**config.mk**
```make
export PLATFORM = sky130hd
export DESIGN_NAME = memPager
export DESIGN_NICKNAME = d
export VERILOG_FILES = /design/src/rtl/memPagerPkg.sv /design/src/rtl/pagerCtrl.sv /design/src/rtl/pagerPath.sv /design/src/rtl/memPager.sv
export SDC_FILE = /design/constraint.sdc
export NUM_CORES = 1
export LEC_CHECK = 0
export ABC_AREA = 1
export BUFFER_PORTS_ARGS = -buffer_cell sky130_fd_sc_hd__buf_2
export CAP_MARGIN = 20
export CORE_UTILIZATION = 42
export CTS_CLUSTER_SIZE = 12
export DETAILED_ROUTE_END_ITERATION = 12
export PLACE_DENSITY = 0.79
export SLEW_MARGIN = 10
export SYNTH_ARGS = -nofsm -noshare
export SYNTH_HDL_FRONTEND = slang
export SYNTH_SLANG_ARGS = --single-unit
```
**constraint.sdc**
```tcl
create_clock -name clk -period 1.1 [get_ports clk]
set_input_delay 0.11 -clock clk [delete_from_list [all_inputs] [get_ports clk]]
set_output_delay 0.11 -clock clk [all_outputs]
set_load 0.02 [all_outputs]
```
**src/rtl/memPagerPkg.sv**
```systemverilog
package memPagerPkg;
  localparam int BANK_W = 3;
  localparam int SLOTS  = 4;
  localparam int PRI_W  = 6;
  localparam int SEC_W  = 5;
  // primary register field positions
  localparam int P_LOCK   = 5;
  localparam int P_ROMLO  = 4;
  localparam int P_SCREEN = 3;
  // secondary register field positions
  localparam int S_SPECIAL = 0;
  localparam int S_ROMHI   = 2;
  localparam int S_MOTOR   = 3;
  localparam int S_STROBE  = 4;

  typedef struct packed {
    logic wrPri;
    logic wrSec;
  } pagerStrobes_t;
endpackage

```
**src/rtl/pagerCtrl.sv**
```systemverilog
module pagerCtrl
  import memPagerPkg::*;
#(
  parameter int ADDR_W = 16,
  parameter logic [ADDR_W-1:0] PRI_ADDR = 16'h7FFD,
  parameter logic [ADDR_W-1:0] SEC_ADDR = 16'h1FFD
) (
  input  logic              clk,
  input  logic              rstN,
  input  logic              ioWrEn,
  input  logic [ADDR_W-1:0] ioAddr,
  input  logic              locked,
  output pagerStrobes_t     strobes
);
  logic hitPri, hitSec;

  always_comb begin
    hitPri = ioWrEn && (ioAddr == PRI_ADDR);
    hitSec = ioWrEn && (ioAddr == SEC_ADDR);
    strobes.wrPri = hitPri && !locked;
    strobes.wrSec = hitSec;
  end

  AST_ONE_STROBE: assert property (@(posedge clk) disable iff (!rstN)
    $onehot0({strobes.wrPri, strobes.wrSec}));
  AST_NO_STROBE_IDLE: assert property (@(posedge clk) disable iff (!rstN)
    !ioWrEn |-> !(strobes.wrPri || strobes.wrSec));
endmodule

```
**src/rtl/pagerPath.sv**
```systemverilog
module pagerPath
  import memPagerPkg::*;
#(
  parameter int DATA_W = 6
) (
  input  logic                    clk,
  input  logic                    rstN,
  input  pagerStrobes_t           strobes,
  input  logic [DATA_W-1:0]       ioData,
  input  logic [1:0]              cpuSlot,
  output logic [SLOTS*BANK_W-1:0] slotBanks,
  output logic                    slot0Rom,
  output logic [1:0]              romSel,
  output logic                    shadowScreen,
  output logic                    diskMotor,
  output logic                    printerStrobe,
  output logic                    locked,
  output logic [BANK_W-1:0]       curBank,
  output logic                    curIsRom,
  output logic                    curContended
);
  logic [PRI_W-1:0] priReg;
  logic [SEC_W-1:0] secReg;
  logic             special;
  logic [1:0]       layout;

  always_ff @(posedge clk) begin
    if (!rstN) begin
      priReg <= '0;
      secReg <= '0;
    end else begin
      if (strobes.wrPri) priReg <= ioData[PRI_W-1:0];
      if (strobes.wrSec) secReg <= ioData[SEC_W-1:0];
    end
  end

  assign special       = secReg[S_SPECIAL];
  assign layout        = secReg[2:1];
  assign locked        = priReg[P_LOCK];
  assign romSel        = {secReg[S_ROMHI], priReg[P_ROMLO]};
  assign shadowScreen  = priReg[P_SCREEN];
  assign diskMotor     = secReg[S_MOTOR];
  assign printerStrobe = secReg[S_STROBE];
  assign slot0Rom      = !special;

  function automatic logic [BANK_W-1:0] specialBank(input logic [1:0] lay,
                                                    input logic [1:0] s);
    logic [BANK_W-1:0] b;
    b = {1'b0, s};
    case (lay)
      2'd0: b = {1'b0, s};
      2'd1: b = {1'b1, s};
      2'd2: b = (s == 2'd3) ? 3'd3 : {1'b1, s};
      default: b = (s == 2'd3) ? 3'd3 : (s == 2'd1) ? 3'd7 : {1'b1, s};
    endcase
    return b;
  endfunction

  function automatic logic [BANK_W-1:0] normalBank(input logic [1:0] s,
                                                   input logic [BANK_W-1:0] top);
    logic [BANK_W-1:0] b;
    case (s)
      2'd0: b = '0;
      2'd1: b = 3'd5;
      2'd2: b = 3'd2;
      default: b = top;
    endcase
    return b;
  endfunction

  for (genvar g = 0; g < SLOTS; g++) begin : gSlot
    assign slotBanks[g*BANK_W +: BANK_W] = special
      ? specialBank(layout, 2'(g))
      : normalBank(2'(g), priReg[BANK_W-1:0]);
  end

  always_comb begin
    curBank      = slotBanks[cpuSlot*BANK_W +: BANK_W];
    curIsRom     = slot0Rom && (cpuSlot == 2'd0);
    curContended = !curIsRom && curBank[BANK_W-1];
  end

  AST_LOCK_FREEZES: assert property (@(posedge clk) disable iff (!rstN)
    locked |=> $stable(priReg));
  AST_LOCK_STICKY: assert property (@(posedge clk) disable iff (!rstN)
    locked |=> locked);
  AST_SEC_QUIET: assert property (@(posedge clk) disable iff (!rstN)
    !strobes.wrSec |=> $stable(secReg));
  AST_FIXED_MIDDLE: assert property (@(posedge clk) disable iff (!rstN)
    !special |-> (slotBanks[5:3] == 3'd5 && slotBanks[8:6] == 3'd2));
  AST_SPECIAL_NO_ROM: assert property (@(posedge clk) disable iff (!rstN)
    special |-> !curIsRom);
  AST_CONTEND_HIGH: assert property (@(posedge clk) disable iff (!rstN)
    curContended |-> (curBank >= 3'd4 && !curIsRom));
endmodule

```
**src/rtl/memPager.sv**
```systemverilog
module memPager
  import memPagerPkg::*;
#(
  parameter int ADDR_W = 16,
  parameter int DATA_W = 6,
  parameter logic [ADDR_W-1:0] PRI_ADDR = 16'h7FFD,
  parameter logic [ADDR_W-1:0] SEC_ADDR = 16'h1FFD
) (
  input  logic              clk,
  input  logic              rstN,
  input  logic              ioWrEn,
  input  logic [ADDR_W-1:0] ioAddr,
  input  logic [DATA_W-1:0] ioData,
  input  logic [1:0]        cpuSlot,
  output logic [11:0]       slotBanks,
  output logic              slot0Rom,
  output logic [1:0]        romSel,
  output logic              shadowScreen,
  output logic              diskMotor,
  output logic              printerStrobe,
  output logic              pagingLocked,
  output logic [2:0]        curBank,
  output logic              curIsRom,
  output logic              curContended
);
  pagerStrobes_t strobes;

  pagerCtrl #(.ADDR_W(ADDR_W), .PRI_ADDR(PRI_ADDR), .SEC_ADDR(SEC_ADDR)) uCtrl (
    .clk(clk), .rstN(rstN), .ioWrEn(ioWrEn), .ioAddr(ioAddr),
    .locked(pagingLocked), .strobes(strobes)
  );

  pagerPath #(.DATA_W(DATA_W)) uPath (
    .clk(clk), .rstN(rstN), .strobes(strobes), .ioData(ioData),
    .cpuSlot(cpuSlot), .slotBanks(slotBanks), .slot0Rom(slot0Rom),
    .romSel(romSel), .shadowScreen(shadowScreen), .diskMotor(diskMotor),
    .printerStrobe(printerStrobe), .locked(pagingLocked), .curBank(curBank),
    .curIsRom(curIsRom), .curContended(curContended)
  );
endmodule

```
# Word-level counts from Yosys, hierarchy flattened
# Cells that the tools add are included.
# word_totals
reg_bits	11
word_cells	27
out_inout_bits	24
input_bits	27
# classes
eq_ne	4
shifts	1
n_reduce_logical	11
n_mul	1
n_mux	8
# op_table
operator	n
$mux W3	7
$eq A16 B13 Y1 const B	1
$eq A16 B15 Y1 const B	1
$shiftx A12 B5 Y3	1
$pmux W3 S2	1
$logic_and A1 B1 Y1	5
$logic_not A2 Y1	2
$mul A2 B2 Y4 const B	1
$logic_not A1 Y1	3
$eq A2 B1 Y1 const B	1
$eq A2 B2 Y1 const B	1
$reduce_or A2 Y1	1

# Depth between registers and ports, before layout
# depth
ltp_word	6
ltp_mapped	9
mapped_depth_nobuf	9

# Modules after synthesis
# From an unflattened synthesis, not the netlist that was laid out.
# hier_totals
hier_cells	106
hier_area_um2	658.1
# by_module_without_submodules
module	instances	cells_each	area_each_um2	seq_area_each_um2
pagerPath	1	81	551.8	220.2
pagerCtrl	1	25	106.4	0.0

# Least setup slack after synthesis
# Ideal clock, no wire load.
# synth_timing
kind	flip-flop to output port
start	register uPath.secReg[0]
end	output curBank[1]
arrival_ns	1.275
n_path_buf	0
t_required_ns	0.990
setup_slack_ns	-0.285
path_stages_with_launch	5
cell_sequence	dfxtp_1 > inv_4 > nor3_2 > a21oi_1 > nor2_1
# synth_between
elab_chain_len	2
word_cells_on_any_way	5
cone_classes	shift (1); mux (4)
# synth_rtl
element	line_no	text
from (decl)	pagerPath.sv:23	logic [SEC_W-1:0] secReg;
from (signal assigned)	pagerPath.sv:33	if (strobes.wrSec) secReg <= ioData[SEC_W-1:0];
$mux W3	pagerPath.sv:73	? specialBank(layout, 2'(g))
named net slotBanks[4]	memPager.sv:15	output logic [11:0] slotBanks,
$shiftx A12 B5 Y3	pagerPath.sv:78	curBank = slotBanks[cpuSlot*BANK_W +: BANK_W];
to (decl)	memPager.sv:22	output logic [2:0] curBank,
# The timed path passes the listed nets, and every way through them passes these cells.

# Worst setup path in the final report
# layout_timing
start	register uPath.secReg[0]
end	output curContended
# layout_between
elab_chain_len	4
word_cells_on_any_way	9
cone_classes	shift (1); mux (4); reduce/logical (4)
# layout_rtl
element	line_no	text
parallel branches: the longest is 3 deep, another holds $shiftx A12 B5 Y3	--	
$logic_and A1 B1 Y1 (*)	pagerPath.sv:80	curContended = !curIsRom && curBank[BANK_W-1];
to (decl)	memPager.sv:24	output logic curContended
# Mark *: on every way between the ends.

==> flow_summary.ini <==
[outcome]
status = complete, but fails checks
failed_checks = negative setup slack

[final_layout]
insertedDiodeCount = 0
fin_nets = 197
stdcell_area_sq_mm = 0.001227
area_growth_pct = 50.69
mostFrequentLayoutCell = buf_2
final_cell_mix = buf_2, nand2_1, nor2_1
layout-drive-gt1-share_pct = 53.25
fillCellCount = 166

[timing]
rsz0062_at_grt = yes
whs_ps = 71.23
final-setup-viol-count = 15
final_max_slew_viol_count = 0
worst_slack_ps = -260.0
fin_crit_sh_pct = 123.6
fmax_mhz = 735.3
skew_ps = 9.302
hold_violations = 0
finalCriticalPeriod_ps = 1360

[job]
maxCapViolCount = 0

[worst_setup_path]
timing.rr.start = uPath.priReg[5]
slowest_stage = dfxtp_4
crit_start = uPath.secReg[0]
critPathKind = flip-flop to output port
r2r-end = uPath.priReg[1]
r2r_setup_slack_ps = -60
cp_slowest_stage_delay_ps = 400
cp_cell_sequence = inv_8, o31ai_4, nand3_2, nand2_2, buf_6
crit_end = curContended
cp-start-kind = flip-flop
crit_arrival_ps = 1250
ff2ff_path_depth = 6
critical_path_peak_fanout = 5
worst_ep_required_time_ps = 990
end_kind = output port

[die]
die_width_microns = 46.04
initial_core_util_pct = 46.17
num_rows = 15
coreArea_sq_mm = 0.001764
die_h_microns = 46.04
pin_count = 51
dieArea_sq_mm = 0.002120

[clock_network]
cts_tree = yes
clockRootBuffer = clkbuf_4
cts_buffers = 3
cts_sinks = 11
clk_pin_slew_ps = 80
clockBufferDepth = 2
htreeDepth = 1
clk_latency_ps = 270

[synth]
ys_seq_elements = 11
yosysSeqAreaShare_pct = 27.04
yosys.area_share.simple_pct = 43.16
yosys_warnings = 0
synth-compound-area-share_pct = 11.21
synth_xor_area_share_pct = 0
synth.avg_cell_area_sq_um = 6.845
synth_adder_area_share_pct = 0
synth_top_family_by_area = simple AND/OR/NAND/NOR gates
synth_area_sq_um = 814.5
synthMuxAreaShare_pct = 0
synth_cells = 119
synth.distinct_cells = 25

[global_route]
grt_first_pass_wirelength_microns = 3215
grt_use_met2_pct = 43.94
grt_pass1_vias = 821
grt_max_degree = 12
grt_use_met1_pct = 19.90
grt_overflow_total = 0
antenna_found_initial = 0
met3_usage_pct = 6.746
grt-busiest-layer = met2
gr-usage-all-layers_pct = 21.32

[pwr]
power_density_mw_per_mm2 = 682.0
peakVddDrop_mv = 0.5850
p_leak_uw = 0.0006414

[drt]
drc = 0
dr.pass1.iters = 3
avgViaCountPerCell = 4.732
vias = 918
drtIter0Drc = 9
routed_wl_microns = 2184
wl_per_cell_microns = 11.26
final_antenna_net_count = 0

[placed_design]
placed_area_sq_mm = 0.001026
gp_congestion = 0.7676
numPortBuffers = 45
hpwl_microns = 1401

[hold_path]
worstHoldPathType = primary input to flip-flop
## synthesized netlist by cell type
| cell type | n | share of area, % |
|---|---|---|
| nor2_4 | 4 | 5.5 |
| nand3_4 | 1 | 2.2 |
| conb_1 | 2 | 0.92 |
| nand2_2 | 4 | 3.1 |
| buf_6 | 1 | 1.4 |
| inv_2 | 3 | 1.4 |
| dfxtp_1 | 11 | 27 |
| nand3_2 | 1 | 1.2 |
| o31ai_4 | 1 | 2.6 |
| nand3_1 | 4 | 2.5 |
| nand2_4 | 1 | 1.4 |
| clkbuf_8 | 1 | 1.7 |
| inv_1 | 11 | 5.1 |
| a21oi_1 | 3 | 1.8 |
| nor3_2 | 1 | 1.2 |
| inv_4 | 1 | 0.77 |
| or2_1 | 1 | 0.77 |
| o21bai_1 | 4 | 3.7 |
| nand2_1 | 25 | 12 |
| o211ai_1 | 1 | 0.92 |
| nor3_1 | 6 | 3.7 |
| buf_4 | 8 | 7.4 |
| nor2_1 | 22 | 10 |
| o21bai_2 | 1 | 1.4 |
| a31oi_1 | 1 | 0.77 |
## worst min path at each step
stage | cells past startpoint | slack, ps | to | startpoint
after floorplan | 2 | 220 | uPath.priReg[5] | rstN
after global placement | 3 | 360 | uPath.priReg[0] | ioData[0]
after detailed placement | 3 | 350 | uPath.secReg[0] | ioData[0]
after CTS | 3 | 70 | uPath.secReg[0] | ioData[0]
after global routing | 3 | 90 | uPath.secReg[2] | ioData[2]
final | 3 | 70 | uPath.secReg[0] | ioData[0]
## layout make-up
class | count | area [sq um] | share of cell area [%]
Tap cell | 25 | 31.28 | 2.548
Timing Repair Buffer | 52 | 349.1 | 28.44
Inverter | 15 | 66.31 | 5.403
Clock inverter | 1 | 5.005 | 0.4077
Clock buffer | 3 | 22.52 | 1.835
Sequential cell | 11 | 230.2 | 18.76
Multi-Input combinational cell | 87 | 523.0 | 42.61
## cells by family after synthesis
group | count (synthesis)
buf+inv | 25
other cells | 2
flops | 11
simple gates | 70
compound gates | 11
## registers in the layout, summed over array words and instances, names as in the netlist
register      flops
uPath.secReg      5
uPath.priReg      6
## critical path: cells and delay by family (launching register included)
kind	cells	cell delay [ps]
buf+inv	2	160
simple gates	2	210
compound gates	1	200
flops	1	400
## report_power, final
| group | leakage (uW) | switching (uW) | internal, uW |
|---|---|---|---|
| Clock | 0.0000177 | 140 | 134 |
| Combinational | 0.000532 | 101 | 68.8 |
| Sequential | 0.0000912 | 0.00488 | 393 |
## timing repair
action,in CTS,in global routing
setup endpoints to repair,10,18
resized for setup,27,13
hold buffers,0,0
cloned,0,1
buffers inserted,6,0
pin swaps,3,4
## through the flow
step                      utilization, %  power (uW)  std cells  setup WS [ps]  TNS [ps]
final                              69.57       837.1        194         -260.0     -1668
after global routing               69.57       879.2        194         -311.7     -2676
after CTS                          66.67       841.5        193         -228.1     -1361
after detailed placement           58.16       556.3        183         -6.290    -6.290
after global placement             58.16       552.4        183          27.20         0
after floorplan                        -       501.9        122         -130.8    -256.8
## routing by layer
metal / routed length, microns / vias up / share of wire, %
met2: 1260 / 33 / 58
met3: 108 / 2 / 4.9
met1: 793 / 418 / 36
li1: - / 465 / -
met5: 0 / - / 0
met4: 23 / 0 / 1.1
Power figures use the tool's default switching activity.
